==> src/rtl/dma_dst_pkg.sv <==
package dma_dst_pkg;

  typedef enum logic [1:0] {
    DST_HOLD = 2'b00,
    DST_UP   = 2'b01,
    DST_DOWN = 2'b10,
    DST_BAD  = 2'b11
  } dst_mode_e;

  typedef enum logic [1:0] {
    SZ_BYTE = 2'b00,
    SZ_HALF = 2'b01,
    SZ_WORD = 2'b10,
    SZ_RSVD = 2'b11
  } xfer_size_e;

  localparam int CTRL_W    = 5;
  localparam int BIT_AMODE = 0;
  localparam int BIT_LEVEL = 1;
  localparam int BIT_MODE  = 2;
  localparam int BIT_ERR   = 4;

  typedef struct packed {
    logic      err;
    dst_mode_e mode;
    logic      level;
    logic      amode;
  } ctrl_t;

  function automatic logic [2:0] step_of(input xfer_size_e sz);
    case (sz)
      SZ_BYTE: step_of = 3'd1;
      SZ_HALF: step_of = 3'd2;
      SZ_WORD: step_of = 3'd4;
      default: step_of = 3'd0;
    endcase
  endfunction

endpackage

==> src/rtl/dma_ctrl_reg.sv <==
module dma_ctrl_reg
  import dma_dst_pkg::*;
#(
  parameter bit HAS_ACK = 1'b1
) (
  input  logic              clk,
  input  logic              rst_n,
  input  logic              wr_en,
  input  logic [CTRL_W-1:0] wdata,
  output ctrl_t             ctrl
);

  logic      amode_q;
  logic      level_q;
  dst_mode_e mode_q;
  logic      err_q;
  dst_mode_e wmode;

  assign wmode = dst_mode_e'(wdata[BIT_MODE +: 2]);

  always_ff @(posedge clk) begin
    if (!rst_n) begin
      mode_q <= DST_HOLD;
      err_q  <= 1'b0;
    end else if (wr_en) begin
      mode_q <= wmode;
      if (wmode == DST_BAD)
        err_q <= 1'b1;
      else if (wdata[BIT_ERR])
        err_q <= 1'b0;
    end
  end

  generate
    if (HAS_ACK) begin : g_ack_bits
      always_ff @(posedge clk) begin
        if (!rst_n) begin
          amode_q <= 1'b0;
          level_q <= 1'b0;
        end else if (wr_en) begin
          amode_q <= wdata[BIT_AMODE];
          level_q <= wdata[BIT_LEVEL];
        end
      end
    end else begin : g_no_ack_bits
      assign amode_q = 1'b0;
      assign level_q = 1'b0;
    end
  endgenerate

  assign ctrl = '{err: err_q, mode: mode_q, level: level_q, amode: amode_q};

  // storing the prohibited mode raises the error flag
  a_r9_err_set: assert property (@(posedge clk) disable iff (!rst_n)
    (wr_en && wdata[BIT_MODE +: 2] == 2'b11) |=> ctrl.err);

  // the flag is sticky while nothing is written
  a_r9_err_sticky: assert property (@(posedge clk) disable iff (!rst_n)
    (ctrl.err && !wr_en) |=> ctrl.err);

  // the flag never rises without a control write
  a_r9_err_cause: assert property (@(posedge clk) disable iff (!rst_n)
    (!ctrl.err && !wr_en) |=> !ctrl.err);

endmodule

==> src/rtl/dma_dst_addr.sv <==
module dma_dst_addr
  import dma_dst_pkg::*;
#(
  parameter int ADDR_W = 32
) (
  input  logic              clk,
  input  logic              rst_n,
  input  logic              load,
  input  logic [ADDR_W-1:0] load_val,
  input  logic              unit_done,
  input  logic              hold_mode,
  input  dst_mode_e         mode,
  input  xfer_size_e        size,
  output logic [ADDR_W-1:0] addr
);

  logic [ADDR_W-1:0] step;
  logic [ADDR_W-1:0] moved;

  assign step = ADDR_W'(step_of(size));

  always_comb begin
    case (mode)
      DST_UP:   moved = addr + step;
      DST_DOWN: moved = addr - step;
      default:  moved = addr;
    endcase
  end

  always_ff @(posedge clk) begin
    if (!rst_n)
      addr <= '0;
    else if (load)
      addr <= load_val;
    else if (unit_done && !hold_mode)
      addr <= moved;
  end

  // a load wins and lands on the next edge
  a_r11_load: assert property (@(posedge clk) disable iff (!rst_n)
    load |=> addr == $past(load_val));

  // no unit completion, no movement
  a_r2_idle_hold: assert property (@(posedge clk) disable iff (!rst_n)
    (!unit_done && !load) |=> $stable(addr));

  // device-to-memory single-address transfers leave the address alone
  a_r5_hold: assert property (@(posedge clk) disable iff (!rst_n)
    (unit_done && hold_mode && !load) |=> $stable(addr));

  // word step while counting up
  a_r3_word_up: assert property (@(posedge clk) disable iff (!rst_n)
    (unit_done && !hold_mode && !load && mode == DST_UP && size == SZ_WORD)
      |=> addr == $past(addr) + ADDR_W'(4));

  // fixed and prohibited modes hold
  a_r2_fixed: assert property (@(posedge clk) disable iff (!rst_n)
    (unit_done && !load && (mode == DST_HOLD || mode == DST_BAD)) |=> $stable(addr));

endmodule

==> src/rtl/dma_ack_gen.sv <==
module dma_ack_gen (
  input  logic clk,
  input  logic rst_n,
  input  logic xfer_active,
  input  logic single_mode,
  input  logic rd_cycle,
  input  logic wr_cycle,
  input  logic amode,
  input  logic level,
  output logic ack_pin
);

  logic in_cycle;
  logic asserted;

  always_comb begin
    if (single_mode)
      in_cycle = rd_cycle | wr_cycle;
    else if (amode)
      in_cycle = wr_cycle;
    else
      in_cycle = rd_cycle;
  end

  assign asserted = xfer_active & in_cycle;
  assign ack_pin  = asserted ^ level;

  // no transfer means the inactive level
  a_r8_idle_level: assert property (@(posedge clk) disable iff (!rst_n)
    !xfer_active |-> ack_pin == level);

  // single-address strobes always acknowledge
  a_r7_single_ack: assert property (@(posedge clk) disable iff (!rst_n)
    (xfer_active && single_mode && (rd_cycle || wr_cycle)) |-> ack_pin != level);

  // dual mode, write-cycle select ignores a lone read strobe
  a_r6_dual_wr_only: assert property (@(posedge clk) disable iff (!rst_n)
    (!single_mode && amode && rd_cycle && !wr_cycle) |-> ack_pin == level);

endmodule

==> src/rtl/dma_dst_ack_unit.sv <==
module dma_dst_ack_unit
  import dma_dst_pkg::*;
#(
  parameter int ADDR_W       = 32,
  parameter int CH_INDEX     = 0,
  parameter int ACK_CHANNELS = 2
) (
  input  logic              clk,
  input  logic              rst_n,
  input  logic              cfg_we,
  input  logic              cfg_sel,
  input  logic [ADDR_W-1:0] cfg_wdata,
  output logic [4:0]        cfg_rdata,
  input  logic              xfer_active,
  input  logic              single_mode,
  input  logic              dev_to_mem,
  input  logic [1:0]        xfer_size,
  input  logic              rd_cycle,
  input  logic              wr_cycle,
  output logic [ADDR_W-1:0] dst_addr,
  output logic              dack_pin
);

  localparam bit HAS_ACK = (CH_INDEX < ACK_CHANNELS);

  ctrl_t ctrl;
  logic  ctrl_wr;
  logic  addr_wr;
  logic  unit_done;
  logic  hold_mode;

  assign ctrl_wr   = cfg_we & ~cfg_sel;
  assign addr_wr   = cfg_we &  cfg_sel;
  assign unit_done = xfer_active & wr_cycle;
  assign hold_mode = single_mode & dev_to_mem;

  dma_ctrl_reg #(.HAS_ACK(HAS_ACK)) u_ctrl (
    .clk   (clk),
    .rst_n (rst_n),
    .wr_en (ctrl_wr),
    .wdata (cfg_wdata[CTRL_W-1:0]),
    .ctrl  (ctrl)
  );

  dma_dst_addr #(.ADDR_W(ADDR_W)) u_addr (
    .clk       (clk),
    .rst_n     (rst_n),
    .load      (addr_wr),
    .load_val  (cfg_wdata),
    .unit_done (unit_done),
    .hold_mode (hold_mode),
    .mode      (ctrl.mode),
    .size      (xfer_size_e'(xfer_size)),
    .addr      (dst_addr)
  );

  dma_ack_gen u_ack (
    .clk         (clk),
    .rst_n       (rst_n),
    .xfer_active (xfer_active),
    .single_mode (single_mode),
    .rd_cycle    (rd_cycle),
    .wr_cycle    (wr_cycle),
    .amode       (ctrl.amode),
    .level       (ctrl.level),
    .ack_pin     (dack_pin)
  );

  assign cfg_rdata = ctrl;

  // reduced channels keep the acknowledge bits at zero
  generate
    if (!HAS_ACK) begin : g_chk_noack
      a_r10_bits_zero: assert property (@(posedge clk) disable iff (!rst_n)
        ctrl_wr |=> cfg_rdata[1:0] == 2'b00);
    end
  endgenerate

endmodule

==> config.mk <==
export PLATFORM = sky130hd
export DESIGN_NAME = dma_dst_ack_unit
export DESIGN_NICKNAME = d
export VERILOG_FILES = /design/src/rtl/dma_dst_pkg.sv /design/src/rtl/dma_ctrl_reg.sv /design/src/rtl/dma_dst_addr.sv /design/src/rtl/dma_ack_gen.sv /design/src/rtl/dma_dst_ack_unit.sv
export SDC_FILE = /design/constraint.sdc
export NUM_CORES = 1
export LEC_CHECK = 0
export BUFFER_PORTS_ARGS = -buffer_cell sky130_fd_sc_hd__buf_4
export CORE_MARGIN = 1.5
export CORE_UTILIZATION = 32
export DETAILED_ROUTE_END_ITERATION = 7
export PLACE_DENSITY = 0.52
export SYNTH_ARGS = -nofsm -noshare
export SYNTH_HDL_FRONTEND = slang
export SYNTH_SLANG_ARGS = --single-unit
==> constraint.sdc <==
create_clock -name clk -period 3.75 [get_ports clk]
set_clock_uncertainty 0.15 [all_clocks]
set_input_delay 0.5625 -clock clk [delete_from_list [all_inputs] [get_ports clk]]
set_output_delay 0.5625 -clock clk [all_outputs]
set_load 0.02 [all_outputs]
After elaboration in Yosys (flattened, before gate mapping)
Index checks and enable logic that the tools add are counted.
{"block": "op_classes", "add_sub_neg": 2, "n_eq_ne": 5, "mux": 8, "bitwise_logic": 8, "reduce_logical": 8}
{"cell": "$mux 32", "count": 2}
{"cell": "$pmux 32 s2", "count": 1}
{"cell": "$add 32x3->32", "count": 1}
{"cell": "$sub 32x3->32", "count": 1}
{"cell": "$pmux 3 s3", "count": 1}
{"cell": "$eq 2x2->1 const B", "count": 3}
{"cell": "$and 1x1->1", "count": 5}
{"cell": "$eq 2x1->1 const B", "count": 2}
{"cell": "$mux 1", "count": 4}
{"cell": "$reduce_and 2->1", "count": 2}
{"cell": "$reduce_bool 2->1", "count": 2}
{"cell": "$reduce_bool 3->1", "count": 1}
{"cell": "$logic_not 2->1", "count": 1}
{"cell": "$logic_and 1x1->1", "count": 1}
{"cell": "$logic_not 1->1", "count": 1}
{"cell": "$not 1->1", "count": 1}
{"cell": "$or 1x1->1", "count": 1}
{"cell": "$xor 1x1->1", "count": 1}
{"block": "totals", "reg_bits": 37, "in_bits": 43, "out_inout_bits": 38, "elab_cells": 36}

Depth between registers and ports, before layout
Gate-level depths: netlist (run 1).
{"block": "logic_depth", "depth_word": 6, "mapped_depth": 15, "mapped_depth_nobuf": 13}

By module
From an unflattened synthesis (run 1), not the netlist that was laid out.
{"block": "unflattened", "cells_unflattened": 444, "hier_area_um2": 3369.5}
{"mod": "dma_dst_addr", "instances": 1, "cells_each": 415, "area_each_um2": 3076.7, "seq_area_each_um2": 640.6}
{"mod": "dma_ctrl_reg", "instances": 1, "cells_each": 21, "area_each_um2": 226.5, "seq_area_each_um2": 100.1}
{"mod": "dma_ack_gen", "instances": 1, "cells_each": 4, "area_each_um2": 37.5, "seq_area_each_um2": 0.0}
{"mod": "dma_dst_ack_unit", "instances": 1, "cells_each": 4, "area_each_um2": 28.8, "seq_area_each_um2": 0.0}

Least setup slack after synthesis (run 1)
No wires, ideal clock.
{"block": "synth_path", "kind": "register -> register", "from": "reg u_ctrl.mode_q[0]", "to": "reg u_addr.addr[27]", "setup_time_ns": 0.120, "t_arrival_ns": 3.034, "t_required_ns": 3.480, "slack_ns": 0.446, "stages_incl_launch_ff": 14, "n_path_buf": 1, "period_less_slack_ns": 3.304, "path_cell_list": "dfxtp_1 > nand2b_1 > and2_1 > clkbuf_1 > inv_1 > ha_1 > a2111oi_4 > a21boi_2 > o21a_2 > o21ai_0 > o21ai_1 > a21oi_1 > nor4_1 > a211o_1"}
{"block": "synth_between", "elab_chain_len": 4, "elab_cells_between_ends": 7, "cone_classes": "2 x eq/ne; 3 x mux; 2 x reduce/logical"}
{"item": "start, declared", "line_no": "dma_ctrl_reg.sv:15", "source": "dst_mode_e mode_q;"}
{"item": "start signal, assigned", "line_no": "dma_ctrl_reg.sv:26", "source": "mode_q <= wmode;"}
{"item": "$eq 2x2->1 or $eq 2x1->1 (tied branches)", "line_no": "dma_dst_addr.sv:23", "source": "case (mode)"}
{"item": "$pmux 32 s2", "line_no": "dma_dst_addr.sv:23"}
{"item": "$mux 32", "line_no": "dma_dst_addr.sv:35", "source": "else if (unit_done && !hold_mode)"}
{"item": "$mux 32", "line_no": "dma_dst_addr.sv:33", "source": "else if (load)"}
{"item": "end signal, assigned", "line_no": "dma_dst_addr.sv:34", "source": "addr <= load_val;"}
{"item": "end signal, assigned", "line_no": "dma_dst_addr.sv:36", "source": "addr <= moved;"}
{"item": "end, declared", "line_no": "dma_dst_addr.sv:14", "source": "output logic [ADDR_W-1:0] addr"}
Several ways; a longest one is shown, not always the timed one. The select of a mux whose other input is x is not followed.
A chain may end at the register's enable or synchronous reset.

Worst setup path in the final report (run 1)
{"block": "layout_path", "from": "reg u_ctrl.mode_q[0]", "to": "reg u_addr.addr[20]"}
The elaborated chain is that of the path after synthesis.

==> results by group, run 1 <==
CTS
  • Worst-Skew Late Latency: 300 ps
  • Worst-path clk slew: roughly 80 ps
  • H-tree levels: 2
  • Cts bufs inserted: 5
  • CTS sink count: 37
  • Longest Clk Path Bufs: 2
  • CTS Hold Bufs: 0
  • Root buffer cell: clkbuf_8
  • CTS tree: built

Yosys
  • Post-synth EDFFs: 0
  • Top_reg_cell synth: dfxtp_1
  • Synthesized area: 0.003271 mm²
  • Syn Nets: 513
  • Gate Count Post-Synth: 438
  • Ys Warns: 0
  • Yosys reg bits: 37
  • Post-synth ARST share: 0%
  • Avg Cell Area, Syn: 7.467 µm²
  • Register area share after synthesis: 22.65%
  • Unique masters post-synth: 54

Setup path
  • Worst r2r path cells: 14
  • Startpoint Class: register
  • Critical Path RT: ~3800 ps
  • Reg-to-reg critical path startpoint: u_ctrl.mode_q[0]
  • Max FO, Critical Path: 8
  • Crit. End Element: register
  • Reg2Reg Setup Slack: 300 ps
  • FF-to-FF End: u_addr.addr[20]
  • CP Class: reg -> reg
  • Crit path DAT: 3520 ps
  • Crit path from: u_ctrl.mode_q[0]

Layout
  • Area growth from synthesis to layout: 27.96%
  • Final Util: between 40% and 50%
  • FILL cells: 1040
  • Final instance area: 0.004185 mm²
  • # diodes: 0
  • Most frequent cells in the layout: 102 x buf_4, 67 x nand2_1, 52 x a21oi_1
  • Share of cells above drive strength 1: about 25%
  • Commonest non-fill, non-tap cell in the layout: buf_4
  • Area of the multi-input gates: ~0.0024 mm²
  • Storage cell area: 740.7 µm²
  • Final net count: 596

Placement
  • Routability cong.: 0.8614
  • Placement Cell Area: just over 0.004 mm²
  • Place WS: 47.35 ps
  • DP HPWL: 7.516 mm
  • Port Buffers: 80

Drt
  • DR WL/cell: 15.06 µm
  • Vias/cell: between 5 and 6
  • DRT antenna net count: 0
  • DR iter-0 viols: approximately 100
  • Post-Route WL: ~9.8 mm
  • DRT Pass-1 Iters: 4
  • Drt drc: 0
  • Via Count: 3360

Pwr
  • LEAKAGE: 1.864 nW
  • Pwr Density: approximately 310 mW/mm²
  • Total Power: 1.297 mW
  • Worst vdd ir: 0.1418 mV

Timing
  • Final setup viols: 0
  • Fin. Hold Viols: 0
  • Worst-Margin Slew: just under 900 ps
  • Final worst setup slack: 301.6 ps
  • Slew Limit Fails: 0
  • Fmax: ~0.29 GHz
  • Final min period: 3448 ps
  • Hold slack: between 300 and 400 ps
  • Rel. slew slack: 40.80%
  • Final period util: 91.96%

Global routing
  • Tot GR Track Use: 18.44%
  • Initial antenna violation count: 0
  • Remaining Overflow, GRT: 0
  • Largest net degree at the start of global routing: 46
  • Vias in the first global route: 3304
  • First-pass GRT wire length: around 16 mm

Die
  • CORE AREA: between 0.009 and 0.01 mm²
  • Die height: 104.1 µm
  • Die area: 0.01084 mm²
  • Starting Density: 33.16%
  • # rows: 36
  • Die W: 104.1 µm
  • IO Pins: 81

Job
  • Max-Cap Viols: 0

Worst hold path
  • Min-delay src: cfg_wdata[17]
  • WHS Endpoint: u_addr.addr[17]
  • Worst Hold Class: in -> reg
  • Hold path cells: 3

Run status
  • Status: complete, no violations
[synth_stat cells (3+ instances only)]
master,instances,area [µm²]
nand2_1,67,251.5
o21ai_0,30,150.1
a311oi_1,10,87.58
nor4_1,3,18.77
a21oi_1,52,260.3
o21ai_1,4,20.02
a31oi_1,6,37.54
nand4_1,6,37.54
dfxtp_1,37,740.7
buf_4,3,22.52
clkbuf_1,16,60.06
inv_1,11,41.29
o21ai_2,3,26.28
nor2_1,40,150.1
a211oi_1,4,30.03
nor3_1,5,25.02
o211ai_1,4,30.03
buf_2,4,20.02
nand2b_1,6,37.54
mux2i_1,7,70.07
nand3_1,13,65.06
xor2_1,8,70.07
and3_1,3,18.77
a21o_1,9,67.56
xnor2_1,20,175.2
ha_1,31,387.9
[cell type report]
type / count / share of cell area [%]
flip-flops and latches: 37 / 17.70
clock inverters: 2 / 0.8371
clock buffers: 5 / 1.644
multi-input cells: 364 / 56.47
inverters: 11 / 1.076
repair buffers: 102 / 18.30
well taps: 133 / 3.976
[power by group]
group          switching (mW)  leakage, nW  internal [mW]
clock network           0.158       0.0540          0.194
registers              0.0263        0.305          0.420
logic                   0.277         1.51          0.223
[flip-flops by register name, summed over array words and instances (netlist names)]
register and count:
u_addr.addr 32, u_ctrl.mode_q 2, u_ctrl.amode_q 1, u_ctrl.err_q 1
u_ctrl.level_q 1
[worst max-delay path, stage by stage, from the launching register on]
cell and delay [ps]:
dfxtp_1 400, nand2b_1 160, and2_1 310, clkinvlp_4 140, buf_4 180, ha_1 250
a2111oi_4 430, o21ai_1 170, a21oi_2 200, o21ai_2 120, a31o_4 280, a31oi_4 200
xnor2_1 150, nand2_1 70, a21oi_1 130
[cell families (layout without fill, tap and decap cells)]
logic type               Yosys count  count (layout)  synth area share, %
multiplexers                       8               8                2.601
flip-flops                        37              37                22.65
AND/OR/NAND/NOR                  152             152                20.39
AO/OA/AOI/OAI                    144             144                29.30
XOR/XNOR                          28              28                7.498
adder cells (fa/ha/maj)           32              32                12.47
buffers and inverters             37             120                5.088
[how the worst max path moves through the flow]
stage	end	slack, ps	cells past startpoint
floorplan	u_addr.addr[27]	450	13
global placement	u_addr.addr[31]	130	14
detailed placement	u_addr.addr[27]	50	14
CTS	u_addr.addr[27]	190	13
global route	u_addr.addr[27]	-0.6	14
finish	u_addr.addr[20]	300	14
[per-stage QoR]
stage	std cells	setup TNS [ps]
global route	654	-0.6453
floorplan	438	0
finish	654	0
CTS	647	0
global placement	640	0
detailed placement	640	0
[layer usage]
metal	vias to the layer above	share of wire, %	global-route usage (%)
met4	0	1.3	5.456
met1	1534	50	25.89
met5	-	0	0
li1	1742	-	-
met3	11	4.0	2.820
met2	73	45	29.04
[what timing repair did]
action,4_1_cts,5_1_grt
buffers inserted,0,7
resized for setup,0,3
hold endpoints to repair,0,0
endpoints found under the setup margin,0,3
Power figures use the tool's default switching activity.
==> inputs of run 2 (changes only) <==
Settings changed: ABC_AREA set to 1, PLACE_DENSITY 0.52 to 0.59, SKIP_LAST_GASP set to 1.
==> results by group, run 2 <==
Yosys
  • Synth cell count leaders: 263 x nand2_1, 106 x inv_1, 82 x nor2_1
  • Top_reg_cell synth: dfxtp_1
  • Largest family of logic cells by synthesized area: simple AND/OR/NAND/NOR gates
  • Ys Warns: 0
  • Adder-cell share of the synthesized area: 10.28%
  • Yosys reg bits: 37
  • Post-synth ARST share: 0%
  • Post-Synth XOR/XNOR Area: 2.427%
  • Avg Cell Area, Syn: 5.590 µm²
  • Gate Count Post-Synth: roughly 700
  • Unique masters post-synth: 35
  • Register area share after synthesis: between 10% and 20%
  • Synth Area in Simple Gates: a little over two fifths
  • Syn Nets: 785
  • Most common cell in the synthesized netlist: nand2_1
  • Multiplexer share of the synthesized area: 0%
  • Synth area leaders: nand2_1 25%, dfxtp_1 19%, inv_1 10%
  • Synthesized area: 0.003969 mm²
  • Dominant cell type by area after synthesis: nand2_1
  • Post-synth EDFFs: 0
  • Synth Area in Compound Gates: 12.74%
  • Top cell type's share of synthesized area: 24.87%

CTS
  • CTS tree: built
  • Cts bufs inserted: 5
  • CTS sink count: 37
  • Worst-path clk slew: about 60 ps
  • Longest Clk Path Bufs: 2
  • H-tree levels: 2
  • Worst-Skew Late Latency: between 200 and 300 ps
  • Root buffer cell: clkbuf_16
  • CTS Hold Bufs: 0
  • Cts repair resizes: 0
  • Setup Fix Bufs, Post-CTS: 0

Setup path
  • Startpoint Class: register
  • Worst r2r path cells: 13
  • Crit path DAT: around 3000 ps
  • Critical Path RT: 3760 ps
  • Peak per-stage delay on the critical path: 560 ps
  • Crit. End Element: register
  • Max FO, Critical Path: 15
  • WP depth: 13
  • Crit path top cell by count: nand2_1
  • Worst-path cell chain: nor2_1 -> inv_2 -> nand2_1 -> ha_1 -> nand2_2 -> inv_1 -> a21oi_1 -> nand3_1 -> nand2_1 -> nand2_1 -> or2_2 -> nand3_1 -> a21oi_1
  • Slowest cell on the critical path: ha_1
  • Buffers and inverters on the worst path: 2
  • CP Class: reg -> reg
  • CP delay by family, top: simple AND/OR/NAND/NOR gates

Timing
  • Fin. Hold Viols: 0
  • Hold slack: 327.5 ps
  • Slew Limit Fails: 0
  • Rel. slew slack: 50.10%
  • Total negative slack: 0 ps
  • Final min period: between 2000 and 3000 ps
  • Fmax: 0.3372 GHz
  • Final period util: 79.08%
  • Worst-Margin Slew: 747.4 ps
  • RSZ-0062 raised after global routing: false
  • Final setup viols: 0

Layout
  • Most frequent cells in the layout: 263 x nand2_1, 106 x inv_1, 86 x buf_4
  • Final Util: 40.79%
  • FILL cells: roughly 1400
  • Share of cells above drive strength 1: between 15 and 20%
  • Final net count: 863
  • Largest register FFs: 32
  • Largest regs: u_addr.addr x32, u_ctrl.mode_q x2
  • Area growth from synthesis to layout: 23.96%
  • Commonest non-fill, non-tap cell in the layout: nand2_1
  • Register name with the most flops: u_addr.addr
  • Non-Filler Instances: 957
  • # diodes: 0
  • Final instance area: 0.004920 mm²

Drt
  • DR WL/cell: 12.70 µm
  • DR iter-0 viols: approximately 200
  • Vias/cell: 4.540
  • Post-Route WL: ~12 mm
  • DRT Pass-1 Iters: 5
  • Via Count: around 4300
  • DRT antenna net count: 0
  • Drt drc: 0

Die
  • Die W: 114.4 µm
  • CORE AREA: approximately 0.012 mm²
  • # rows: 40
  • Starting Density: 32.90%
  • IO Pins: 81
  • Die area: between 0.01 and 0.015 mm²
  • Die height: 114.4 µm

Placement
  • Routability cong.: approximately 0.85
  • DP HPWL: roughly 9.6 mm
  • Placement Cell Area: ~0.0047 mm²
  • Cell count after placement: 949
  • Port Buffers: 80

Pwr
  • Worst vdd ir: between 0.15 and 0.2 mV
  • LEAKAGE: 2.679 nW
  • Pwr Density: 307.7 mW/mm²

Global routing
  • Remaining Overflow, GRT: 0
  • Largest net degree at the start of global routing: 44
  • First-pass GRT wire length: 20.24 mm
  • Initial antenna violation count: 0
  • Met3 Use GR: 2.170%
  • GRT busiest layer: met2
  • GR Util met2: around 32%
  • Vias in the first global route: 4187
  • Tot GR Track Use: 19.51%
  • Global Route met1 Usage: 27.52%

Worst hold path
  • Hold path cells: 2
  • Worst Hold Class: reg -> reg

Run status
  • Status: complete, no violations

Job
  • Max-Cap Viols: 0
[run 2: changes by cell type in the layout (fill, tap and decap cells not counted), sizes merged, moves of 8 or more]
| cell | previous run | this run |
|---|---|---|
| buf | 102 | 86 |
| xnor2 | 20 | 2 |
| nand3 | 13 | 42 |
| nand2 | 67 | 274 |
| nor2 | 40 | 86 |
| inv | 10 | 109 |
| a311oi | 10 | 0 |
| a21oi | 54 | 46 |
| o21ai | 37 | 11 |
[run 2: area by class of cell]
class                           count  area [µm²]  area share [%]
Clock buffer                        5       125.1           2.543
Clock inverter                      3       46.29          0.9410
Inverter                          109       409.1           8.316
Multi-Input combinational cell    549        2743           55.75
Sequential cell                    37       740.7           15.06
Tap cell                          168       210.2           4.273
Timing Repair Buffer               86       645.6           13.12
[run 2: path summary, 6_finish.rpt]
path / from / end / slack (ps)
max: u_ctrl.mode_q[0] / u_addr.addr[20] / 780
max reg2reg: u_ctrl.mode_q[0] / u_addr.addr[20] / 780
min: u_ctrl.err_q / u_ctrl.err_q / 330
min reg2reg: u_ctrl.err_q / u_ctrl.err_q / 330
[run 2: logic make-up (layout without fill, tap and decap cells)]
| group | count (synthesis) | in the layout |
|---|---|---|
| adder cells (fa/ha/maj) | 32 | 32 |
| flip-flops | 37 | 37 |
| buffers and inverters | 124 | 203 |
| AND/OR/NAND/NOR | 420 | 420 |
| XOR/XNOR | 11 | 11 |
| AO/OA/AOI/OAI | 86 | 86 |
[run 2: routing by layer]
metal	vias up	wire [µm]	share of wire [%]
met5	-	0	0
met4	0	109	0.90
met3	7	594	4.9
met2	96	5266	43
met1	1859	6184	51
li1	2383	-	-
[run 2: report_power, final]
part           switching, mW  internal, mW
Sequential            0.0261         0.420
Clock                  0.194         0.315
Combinational          0.345         0.214
Total                  0.565         0.949
[run 2: through the flow]
step | setup WS [ps] | power, mW
floorplan | 1185 | 0.8318
global placement | 472.5 | 1.012
detailed placement | 502.6 | 1.011
CTS | 736.6 | 1.521
global route | 463.9 | 1.617
finish | 784.3 | 1.514
[run 2: worst min-delay path, delay by kind of cell, from the launching register on]
kind            cells  cell delay [ps]
flops               1              310
simple gates        1               60
compound gates      1               50
